===== src/rtl/readout_seq_pkg.sv =====
package readout_seq_pkg;
  typedef enum logic {
    SEQ_IDLE = 1'b0,
    SEQ_SCAN = 1'b1
  } seq_state_t;
endpackage


===== src/rtl/readout_seq_ctr.sv =====
module readout_seq_ctr
  import readout_seq_pkg::*;
#(
  parameter int NCH = 32,
  localparam int AW = $clog2(NCH)
) (
  input  logic          clk,
  input  logic          rst_n,
  input  logic          pix_adv,
  input  logic          frame_go,
  output logic [AW-1:0] addr,
  output logic          valid
);
  localparam logic [AW-1:0] LAST = AW'(NCH - 1);

  seq_state_t state;

  always_ff @(posedge clk) begin
    if (!rst_n) begin
      state <= SEQ_IDLE;
      addr  <= '0;
    end else if (pix_adv) begin
      if (frame_go) begin
        state <= SEQ_SCAN;
        addr  <= '0;
      end else if (state == SEQ_SCAN) begin
        if (addr == LAST) begin
          state <= SEQ_IDLE;
          addr  <= '0;
        end else begin
          addr <= addr + AW'(1);
        end
      end
    end
  end

  assign valid = (state == SEQ_SCAN);


  step_chk: assert property (@(posedge clk) disable iff (!rst_n)
    (valid && pix_adv && !frame_go && addr != LAST) |=> (valid && addr == $past(addr) + AW'(1)));

  end_chk: assert property (@(posedge clk) disable iff (!rst_n)
    (valid && pix_adv && !frame_go && addr == LAST) |=> !valid);

  restart_chk: assert property (@(posedge clk) disable iff (!rst_n)
    (pix_adv && frame_go) |=> (valid && addr == '0));

  hold_chk: assert property (@(posedge clk) disable iff (!rst_n)
    !pix_adv |=> ($stable(addr) && $stable(valid)));
endmodule


===== src/rtl/readout_seq_dec.sv =====
module readout_seq_dec #(
  parameter int NCH = 32,
  localparam int AW = $clog2(NCH)
) (
  input  logic           clk,
  input  logic           rst_n,
  input  logic [AW-1:0]  addr,
  input  logic           valid,
  output logic [NCH-1:0] onehot,
  output logic           first,
  output logic           last
);
  for (genvar i = 0; i < NCH; i++) begin : g_sel
    assign onehot[i] = valid && (addr == AW'(i));
  end

  assign first = onehot[0];
  assign last  = onehot[NCH-1];


  onehot_chk: assert property (@(posedge clk) disable iff (!rst_n)
    $countones(onehot) == (valid ? 1 : 0));

  first_chk: assert property (@(posedge clk) disable iff (!rst_n)
    first |-> (valid && addr == '0));

  last_chk: assert property (@(posedge clk) disable iff (!rst_n)
    last |-> (valid && addr == AW'(NCH - 1)));
endmodule


===== src/rtl/readout_seq.sv =====
module readout_seq #(
  parameter int NCH = 32,
  localparam int AW = $clog2(NCH)
) (
  input  logic           clk,
  input  logic           rst_n,
  input  logic           pix_adv,
  input  logic           frame_go,
  output logic [AW-1:0]  ch_addr,
  output logic [NCH-1:0] ch_onehot,
  output logic           ch_valid,
  output logic           first_mark,
  output logic           last_mark
);
  readout_seq_ctr #(.NCH(NCH)) u_ctr (
    .clk(clk), .rst_n(rst_n), .pix_adv(pix_adv), .frame_go(frame_go),
    .addr(ch_addr), .valid(ch_valid)
  );

  readout_seq_dec #(.NCH(NCH)) u_dec (
    .clk(clk), .rst_n(rst_n), .addr(ch_addr), .valid(ch_valid),
    .onehot(ch_onehot), .first(first_mark), .last(last_mark)
  );


  rst_quiet_chk: assert property (@(posedge clk)
    !rst_n |=> (!ch_valid && ch_onehot == '0 && !last_mark));
endmodule


===== config.mk =====
export PLATFORM = sky130hd
export DESIGN_NAME = readout_seq
export DESIGN_NICKNAME = d
export VERILOG_FILES = /design/src/rtl/readout_seq_pkg.sv /design/src/rtl/readout_seq_ctr.sv /design/src/rtl/readout_seq_dec.sv /design/src/rtl/readout_seq.sv
export SDC_FILE = /design/constraint.sdc
export NUM_CORES = 1
export LEC_CHECK = 0
export BUFFER_PORTS_ARGS = -buffer_cell sky130_fd_sc_hd__clkbuf_2
export CAP_MARGIN = 20
export CORE_MARGIN = 2
export CORE_UTILIZATION = 41
export DETAILED_ROUTE_END_ITERATION = 10
export GPL_TIMING_DRIVEN = 1
export PLACE_DENSITY = 0.89
export SLEW_MARGIN = 10
export SYNTH_ARGS = -nofsm -noshare
export SYNTH_HDL_FRONTEND = slang
export SYNTH_HIERARCHICAL = 1
export SYNTH_SLANG_ARGS = --single-unit

===== constraint.sdc =====
create_clock -name clk -period 3.95 [get_ports clk]
set_input_delay 0.1975 -clock clk [delete_from_list [all_inputs] [get_ports clk]]
set_output_delay 0.1975 -clock clk [all_outputs]
set_load 0.02 [all_outputs]

==> results of run 1 <==
stage by stage:
step                      hold WS [ps]  instances  setup WS [ps]
final                            246.1        137           2090
after global routing             262.4        137           1961
after CTS                        248.1        137           2074
after detailed placement         500.2        134           2181
after global placement           489.6        134           2269
after floorplan                  325.7         81           2067
worst max-delay path: stages (launching register included):
cell      delay, ps
dfxtp_1         560
or4b_4          540
nor2_1          140
clkbuf_2        190
per-layer routing:
layer,wire length (microns),vias up,track usage [%]
met2,742,35,35.94
met4,0,0,10.83
li1,-,362,-
met3,160,0,2.174
met1,672,311,20.06
met5,0,-,0
path summary, 6_finish.rpt:
path / to / cells past startpoint / slack [ps]
worst max register to register: u_ctr/addr[0] / 6 / 2150
worst min register to register: u_ctr/addr[0] / 2 / 570
worst max-delay path: first_mark / 3 / 2090
worst min-delay path: u_ctr/addr[3] / 2 / 250
cells by family (layout without fill, tap and decap cells):
family          after synthesis  after routing  synth area share (%)
buf+inv                       6             47                 5.356
compound gates                9              9                 12.05
flops                         6              6                 21.43
fa+ha+maj                     2              2                 4.464
simple gates                 58             58                 56.70
sequential cells by signal, summed over array words and instances, names as in the netlist:
register / flops
u_ctr/addr: 5
u_ctr/valid: 1
where the power goes:
group / internal, W / switching (W) / leakage [nW]
sequential: 0.0000617 / 0.00000283 / 0.0486
combinational: 0.00000679 / 0.0000106 / 0.325
clock: 0.0000343 / 0.0000216 / 0.0138
total: 0.000103 / 0.0000350 / 0.387
cell usage after synthesis:
master | count | share of area [%]
o21ai_0 | 2 | 1.8
or4b_4 | 1 | 2.5
nand3_1 | 1 | 0.89
nand4bb_1 | 4 | 8.0
or2_2 | 1 | 1.1
ha_1 | 2 | 4.5
nor2_1 | 32 | 21
or2_1 | 1 | 1.1
nand2b_1 | 2 | 2.2
a21boi_0 | 1 | 1.3
a22oi_1 | 3 | 4.0
nor2b_1 | 4 | 4.5
or4_1 | 1 | 1.3
nand4b_1 | 3 | 4.7
nand2_1 | 3 | 2.0
inv_1 | 1 | 0.67
buf_4 | 2 | 2.7
dfxtp_1 | 6 | 21
or2b_4 | 1 | 2.0
o311a_2 | 1 | 2.0
and3_1 | 1 | 1.1
nor3_1 | 1 | 0.89
clkbuf_1 | 3 | 2.0
o21ai_2 | 1 | 1.6
a21boi_1 | 1 | 1.3
and3b_2 | 1 | 1.8
nand4_1 | 1 | 1.1
area by class of cell:
class                   instances  area share (%)
repair buffers                 43           27.22
multi-input cells              69           51.90
inverters                       1          0.4747
flip-flops and latches          6           15.19
well taps                      15           2.373
clock buffers                   3           2.848
==> reports/qor.yml, run 1 <==
arrival_ps: 1660
finalCritPeriodShare_pct: 47.09
grt_setup_unrepaired: "false"
ant_nets: 0
antenna_found_initial: 0
hold_buffers: 0
syn_area_sq_um: 560.5
hold_path.class: "input pin to register"
fin_crit_ps: 1860
layout_commonest_cell: "clkbuf_2"
wl_mm: 1.575
start_kind: "register"
core_area_sq_um: 1285
cts_resized: 0
post_cts_buffers: 0
worstHoldStart: "rst_n"
placed_area_sq_um: 768.2
dr.pass1.iters: 4
cts_tree: "built"
seqCellArea_sq_um: 120.1
synth.distinct_cells: 27
status: "completed"
fin_setup_tns_ps: 0
yosysWarnings: 6
hpwl_mm: 1.237
critical_path_class: "register to primary output"
fin_nets: 130
layout-drive-gt1-share_pct: 42.62
r2r-start: "u_ctr/addr[0]"
slew_headroom_pct: 73.01
setup_violations: 0
fp.dieArea_sq_um: 1679
grt_max_degree: 14
drv_slew: 0
mostFrequentLayoutCells: "clkbuf_2, nor2_1, dfxtp_1"
vias: 708
grt_pass1_wl_mm: 2.097
numCtsBuffers: 3
maxCapViolCount: 0
drtIter0Drc: 5
final_util_pct: 61.54
clockBufferDepth: 2
tightest_slew_ps: 404.3
n_antenna_cell: 0
clkLatencyLatePin_ps: 240
leakagePower_nw: 0.3870
vdd_ir_drop_max_mv: 0.1795
fillCellCount: 139
drc: 0
ys_ff_latch: 6
die_x_microns: 40.98
fp-row-count: 13
pin_count: 44
area_growth_pct: 41.07
max_clock_freq_mhz: 537.7
synth_area_per_cell_sq_um: 6.920
cp-startpoint: "u_ctr/valid"
ys_seq_area_share_pct: 21.43
port_buffers: 43
viasPerCell: 5.168
synth_cells: 81
grt_pass1_vias: 510
grt_overflow: 0
initial_utilization_pct: 43.62
cp.required_ps: 3750
cts-root-buf: "clkbuf_4"
gp_congestion: 0.8369
grt.total_usage_pct: 19.15
power.total_w: 0.0001379
cts.sinks: 6
wl_per_cell_microns: 11.50
fin_area_sq_um: 790.8
cts_max_level: 1
multi_input_area_sq_um: 410.4
clock-skew-final_ps: 4.162
crit_path_max_fanout: 13
end_kind: "primary output"
hold_viol: 0
cellPowerDensity_nw_per_um2: 174.4
die_h_microns: 40.98
synth.net_count: 87
path_clk_slew_ps: 50
No activity file was read; power rests on OpenSTA's default activity.
==> run 2, diff against run 1 <==
--- a/config.mk
+++ b/config.mk
@@ -8,10 +8,10 @@
 export BUFFER_PORTS_ARGS = -buffer_cell sky130_fd_sc_hd__clkbuf_2
 export CAP_MARGIN = 20
 export CORE_MARGIN = 2
-export CORE_UTILIZATION = 41
+export CORE_UTILIZATION = 34
 export DETAILED_ROUTE_END_ITERATION = 10
 export GPL_TIMING_DRIVEN = 1
-export PLACE_DENSITY = 0.89
+export PLACE_DENSITY = 0.79
 export SLEW_MARGIN = 10
 export SYNTH_ARGS = -nofsm -noshare
 export SYNTH_HDL_FRONTEND = slang
==> constraint.sdc (replaced) <==
create_clock -name clk -period 1.7 [get_ports clk]
set_input_delay 0.085 -clock clk [delete_from_list [all_inputs] [get_ports clk]]
set_output_delay 0.085 -clock clk [all_outputs]
set_load 0.02 [all_outputs]
==> run 2 against run 1 <==
Global-route usage down 2.5 points. Utilization shrank 4.6 points. First-iteration DRC count rose to 2.6 times the previous value. Critical path depth rose by 1. Register-to-register slack lost 2000 ps.
==> reports/qor.yml, run 2 (same netlist as run 1, synthesis figures left out) <==
arrival_ps: 1580  # was 1660 ps
top_register: "u_ctr/addr"  # unchanged
cp-startpoint: "u_ctr/addr[3]"  # was u_ctr/valid
die_h_microns: 44.61  # was 40.98 microns
path_clk_slew_ps: 50  # about the same
pin_count: 44  # unchanged
hpwl_mm: 1.280  # was 1.237 mm
vdd_ir_drop_max_mv: 0.2953  # was 0.1795 mV
numCtsBuffers: 3  # unchanged
area_growth_pct: 54.69  # was 41.07%
grt_max_degree: 14  # unchanged
r2r-start: "u_ctr/addr[0]"  # unchanged
crit_path_max_fanout: 9  # was 13
drtIter0Drc: 13  # was 5
setup_violations: 0  # unchanged
drv_slew: 0  # unchanged
clkLatencyLatePin_ps: 250  # was 240 ps
r2r-end: "u_ctr/addr[0]"  # unchanged
grt_setup_unrepaired: "true"  # was false
end_kind: "primary output"  # unchanged
grt_overflow: 0  # unchanged
gp_congestion: 0.8246  # was 0.8369
clockBufferDepth: 2  # unchanged
status: "completed"  # unchanged
vias: 721  # was 708
drc: 0  # unchanged
cellPowerDensity_nw_per_um2: 380.5  # was 174.4 nW/um^2
layout-drive-gt1-share_pct: 50.39  # was 42.62%
dr.pass1.iters: 4  # unchanged
place_ws_ps: 41.74  # was 2181 ps
core_area_sq_um: 1524  # was 1285 sq um
cp-endpoint: "first_mark"  # unchanged
antenna_found_initial: 0  # unchanged
maxCapViolCount: 0  # unchanged
post_cts_buffers: 0  # unchanged
r2r_slack_ps: 120  # was 2150 ps
critical_path_class: "register to primary output"  # unchanged
cts.sinks: 6  # unchanged
cts_tree: "built"  # unchanged
fin_crit_ps: 1663
reg2reg_depth: 6  # unchanged
slew_headroom_pct: 79.02  # was 73.01%
die_x_microns: 44.61  # was 40.98 microns
wl_per_cell_microns: 11.72  # was 11.50 microns
grt.total_usage_pct: 16.69  # was 19.15%
initial_utilization_pct: 36.78  # was 43.62%
n_antenna_cell: 0  # unchanged
grt_pass1_wl_mm: 2.449  # was 2.097 mm
fp.dieArea_sq_um: 1990  # was 1679 sq um
ant_nets: 0  # unchanged
cts-root-buf: "clkbuf_4"  # unchanged
final_util_pct: 56.90  # was 61.54%
mostFrequentLayoutCells: "clkbuf_2, nor2_1, buf_4"  # was clkbuf_2, nor2_1, dfxtp_1
layout_commonest_cell: "clkbuf_2"  # unchanged
setup_ws_ps: 36.53  # was 2090 ps
tightest_slew_ps: 314.8  # was 404.3 ps
clock-skew-final_ps: 8.456  # was 4.162 ps
cp.required_ps: 1620  # was 3750 ps
largest_reg_flops: 5  # unchanged
grt_pass1_vias: 567  # was 510
finalCritPeriodShare_pct: 97.85
leakagePower_nw: 0.4134  # was 0.3870 nW
wl_mm: 1.676  # was 1.575 mm
fp-row-count: 14  # was 13
viasPerCell: 5.042  # was 5.168
max_clock_freq_mhz: 601.2
fillCellCount: 156  # was 139
hold_viol: 0  # unchanged
port_buffers: 43  # unchanged
hold_path.class: "input pin to register"  # unchanged
start_kind: "register"  # unchanged
cts_max_level: 1  # unchanged
fin_nets: 135  # was 130
[run 2: routing by layer]
| metal | up-vias | part of all wire (%) | global-route usage [%] |
|---|---|---|---|
| met3 | 0 | 9.8 | 1.633 |
| met1 | 316 | 44 | 19.12 |
| met5 | - | 0 | 0 |
| met2 | 35 | 46 | 29.86 |
| li1 | 370 | - | - |
| met4 | 0 | 0 | 9.091 |
[run 2: worst min-delay path by stage]
stage	from	endpoint	slack (ps)	cells past startpoint
after global placement	rst_n	u_ctr/addr[3]	380	2
final	rst_n	u_ctr/addr[3]	130	2
after global routing	rst_n	u_ctr/addr[3]	130	2
after floorplan	rst_n	u_ctr/addr[1]	210	1
after CTS	rst_n	u_ctr/addr[3]	130	2
after detailed placement	rst_n	u_ctr/addr[1]	390	2
[run 2: what timing repair did]
action                                  CTS  global route
hold buffers                              0             0
endpoints found under the setup margin    2             6
gates resized for setup                   2             9
pin swaps                                 0             1
cloned                                    0             0
[run 2: area by class of cell]
type | instances | area [sq um] | area share [%]
tap | 16 | 20.02 | 2.309
clock buffer | 3 | 22.52 | 2.597
multi-input combinational | 69 | 434.2 | 50.07
timing repair buffer | 48 | 260.3 | 30.01
sequential | 6 | 126.4 | 14.57
inverter | 1 | 3.754 | 0.4329
[run 2: worst max-delay path, cell delays in order (launching register included)]
cell and delay (ps):
dfxtp_1 320, buf_4 160, or4b_4 550, nor2_2 120, clkbuf_4 180
[run 2: power breakdown]
part           total [W]  switching, W  internal (W)
clock           0.000132     0.0000519     0.0000799
sequential      0.000150    0.00000692      0.000143
combinational  0.0000480     0.0000279     0.0000201
[run 2: metrics by stage]
stage	area [sq um]	hold slack, ps	TNS [ps]	cells	power (W)
2_1_floorplan	564.3	213.0	0	81	0.0001797
3_3_place_gp	810.8	375.1	0	140	0.0001939
3_5_place_dp	810.8	388.4	0	140	0.0001954
4_1_cts	838.3	127.9	0	143	0.0003318
5_1_grt	867.1	133.8	-42.49	143	0.0003469
6_report	867.1	132.1	0	143	0.0003299
==> run 3, diff against run 2 <==
--- a/config.mk
+++ b/config.mk
@@ -8,10 +8,10 @@
 export BUFFER_PORTS_ARGS = -buffer_cell sky130_fd_sc_hd__clkbuf_2
 export CAP_MARGIN = 20
 export CORE_MARGIN = 2
-export CORE_UTILIZATION = 34
+export CORE_UTILIZATION = 41
 export DETAILED_ROUTE_END_ITERATION = 10
 export GPL_TIMING_DRIVEN = 1
-export PLACE_DENSITY = 0.79
+export PLACE_DENSITY = 0.89
 export SLEW_MARGIN = 10
 export SYNTH_ARGS = -nofsm -noshare
 export SYNTH_HDL_FRONTEND = slang
==> constraint.sdc (replaced) <==
create_clock -name clk -period 1.99 [get_ports clk]
set_input_delay 0.0995 -clock clk [delete_from_list [all_inputs] [get_ports clk]]
set_output_delay 0.0995 -clock clk [all_outputs]
set_load 0.02 [all_outputs]
==> run 3 against run 2 <==
Cell count shrank 2.8%. Setup slack gained 180 ps. Non-clock buffer count shrank 3. First-iteration DRC count grew 85%. Largest power group unchanged.
==> reports/qor.yml, run 3 (same netlist as run 1, synthesis figures left out) <==
max_clock_freq_mhz: 563.7
area_growth_pct: 43.75  # was 54.69%
maxCapViolCount: 0  # unchanged
critical_path_class: "register to register"  # was register to primary output
power.total_w: 0.0002750  # was 0.0003299 W
end_kind: "register"  # was primary output
status: "completed"  # unchanged
layout-drive-gt1-share_pct: 43.55  # was 50.39%
r2r-end: "u_ctr/addr[0]"  # unchanged
drtIter0Drc: 24  # was 13
die_x_microns: 40.98  # was 44.61 microns
grt.total_usage_pct: 15.44  # was 16.69%
fp-row-count: 13  # was 14
cts_resized: 0  # was 2
cts.sinks: 6  # unchanged
grt_pass1_vias: 413  # was 567
start_kind: "register"  # unchanged
port_buffers: 43  # unchanged
path_cells: "ha_1 > and3_1 > ha_1 > nand4bb_1 > or2_2 > a21boi_0"  # was buf_4 > or4b_4 > nor2_2 > clkbuf_4
r2r-start: "u_ctr/addr[0]"  # unchanged
antenna_found_initial: 0  # unchanged
tightest_slew_ps: 407.3  # was 314.8 ps
vdd_ir_drop_max_mv: 0.3179  # was 0.2953 mV
hold_path_end: "u_ctr/addr[3]"  # unchanged
hold_viol: 0  # unchanged
final_cells: 139  # was 143
fin_crit_ps: 1774
cp.required_ps: 2160  # was 1620 ps
hold_buffers: 0  # unchanged
fin_nets: 132  # was 135
r2r_slack_ps: 220  # was 120 ps
grt_pass1_wl_mm: 1.718  # was 2.449 mm
pin_count: 44  # unchanged
ant_nets: 0  # unchanged
mostFrequentLayoutCells: "clkbuf_2, nor2_1, dfxtp_1"  # was clkbuf_2, nor2_1, buf_4
reg2reg_depth: 6  # unchanged
crit_path_frequent_cell: "ha_1"
grt_overflow: 0  # unchanged
worstHoldStart: "rst_n"  # unchanged
hpwl_mm: 1.183  # was 1.280 mm
dr.pass1.iters: 4  # unchanged
cts_tree: "built"  # unchanged
crit_path_max_fanout: 9  # unchanged
dp_cells: 136  # was 140
clockBufferDepth: 2  # unchanged
wl_mm: 1.489  # was 1.676 mm
critPathSlowestCell: "dfxtp_1"  # was or4b_4
n_antenna_cell: 0  # unchanged
finalCritPeriodShare_pct: 89.15
clkLatencyLatePin_ps: 240  # was 250 ps
leakagePower_nw: 0.3979  # was 0.4134 nW
top_register: "u_ctr/addr"  # unchanged
cts-root-buf: "clkbuf_4"  # unchanged
layout_commonest_cell: "clkbuf_2"  # unchanged
drc: 0  # unchanged
hold_path.class: "input pin to register"  # unchanged
whs_path_depth: 2  # unchanged
largest_reg_flops: 5  # unchanged
grt_setup_unrepaired: "false"  # was true
wl_per_cell_microns: 10.71  # was 11.72 microns
clock-skew-final_ps: 3.050  # was 8.456 ps
grt_max_degree: 14  # unchanged
max_stage_delay_ps: 370  # was 550 ps
die_h_microns: 40.98  # was 44.61 microns
cts_max_level: 1  # unchanged
fin_setup_tns_ps: 0  # unchanged
core_area_sq_um: 1285  # was 1524 sq um
placed_area_sq_um: 783.3  # was 810.8 sq um
fp.dieArea_sq_um: 1679  # was 1990 sq um
hold_ws_ps: 142.6  # was 132.1 ps
drv_slew: 0  # unchanged
gp_congestion: 0.8460  # was 0.8246
path_clk_slew_ps: 50  # about the same
cellPowerDensity_nw_per_um2: 341.3  # was 380.5 nW/um^2
slew_headroom_pct: 72.81  # was 79.02%
arrival_ps: 1940  # was 1580 ps
fin_area_sq_um: 805.8  # was 867.1 sq um
vias: 704  # was 721
setup_violations: 0  # unchanged
post_cts_buffers: 0  # unchanged
numCtsBuffers: 3  # unchanged
viasPerCell: 5.065  # was 5.042
initial_utilization_pct: 43.62  # was 36.78%
-- run 3: worst max-delay path by stage --
| stage | startpoint | to | slack, ps | depth (start not counted) |
|---|---|---|---|---|
| floorplan | u_ctr/valid | ch_onehot[0] | 210 | 3 |
| global placement | u_ctr/addr[0] | u_ctr/addr[0] | 310 | 6 |
| detailed placement | u_ctr/addr[0] | u_ctr/addr[0] | 230 | 6 |
| CTS | u_ctr/addr[0] | u_ctr/addr[0] | 210 | 6 |
| global route | u_ctr/addr[0] | u_ctr/addr[0] | 110 | 6 |
| finish | u_ctr/addr[0] | u_ctr/addr[0] | 220 | 6 |
-- run 3: power breakdown --
| group | switching, W | total (W) | internal (W) | leakage [nW] |
|---|---|---|---|---|
| Clock | 0.0000445 | 0.000113 | 0.0000683 | 0.0138 |
| Combinational | 0.0000207 | 0.0000341 | 0.0000135 | 0.336 |
| Sequential | 0.00000561 | 0.000128 | 0.000122 | 0.0486 |
-- run 3: routing by layer --
layer	GRT usage, %	part of all wire [%]
met1	17.42	44
met2	27.73	45
met5	0	0
met4	7.500	0
met3	2.174	11
-- run 3: final cells by class --
cell class              count  area (sq um)
clock buffers               3         22.52
fillers                   123         479.2
inverters                   1         3.754
multi-input cells          69         410.4
flip-flops and latches      6         120.1
well taps                  15         18.77
repair buffers             45         230.2
-- run 3: stage by stage --
| stage | worst slack, ps | utilization [%] |
|---|---|---|
| after floorplan | 205.2 | - |
| after global placement | 305.5 | 60.95 |
| after detailed placement | 228.0 | 60.95 |
| after CTS | 210.4 | 62.71 |
| after global routing | 107.8 | 62.71 |
| final | 215.9 | 62.71 |
-- run 3: worst max-delay path: cells and delay by family, from the launching register on --
family	cells	cell delay (ps)
adders and majority gates	2	450
and+or+nand+nor	3	740
DFF	1	370
AOI/OAI and AO/OA	1	150
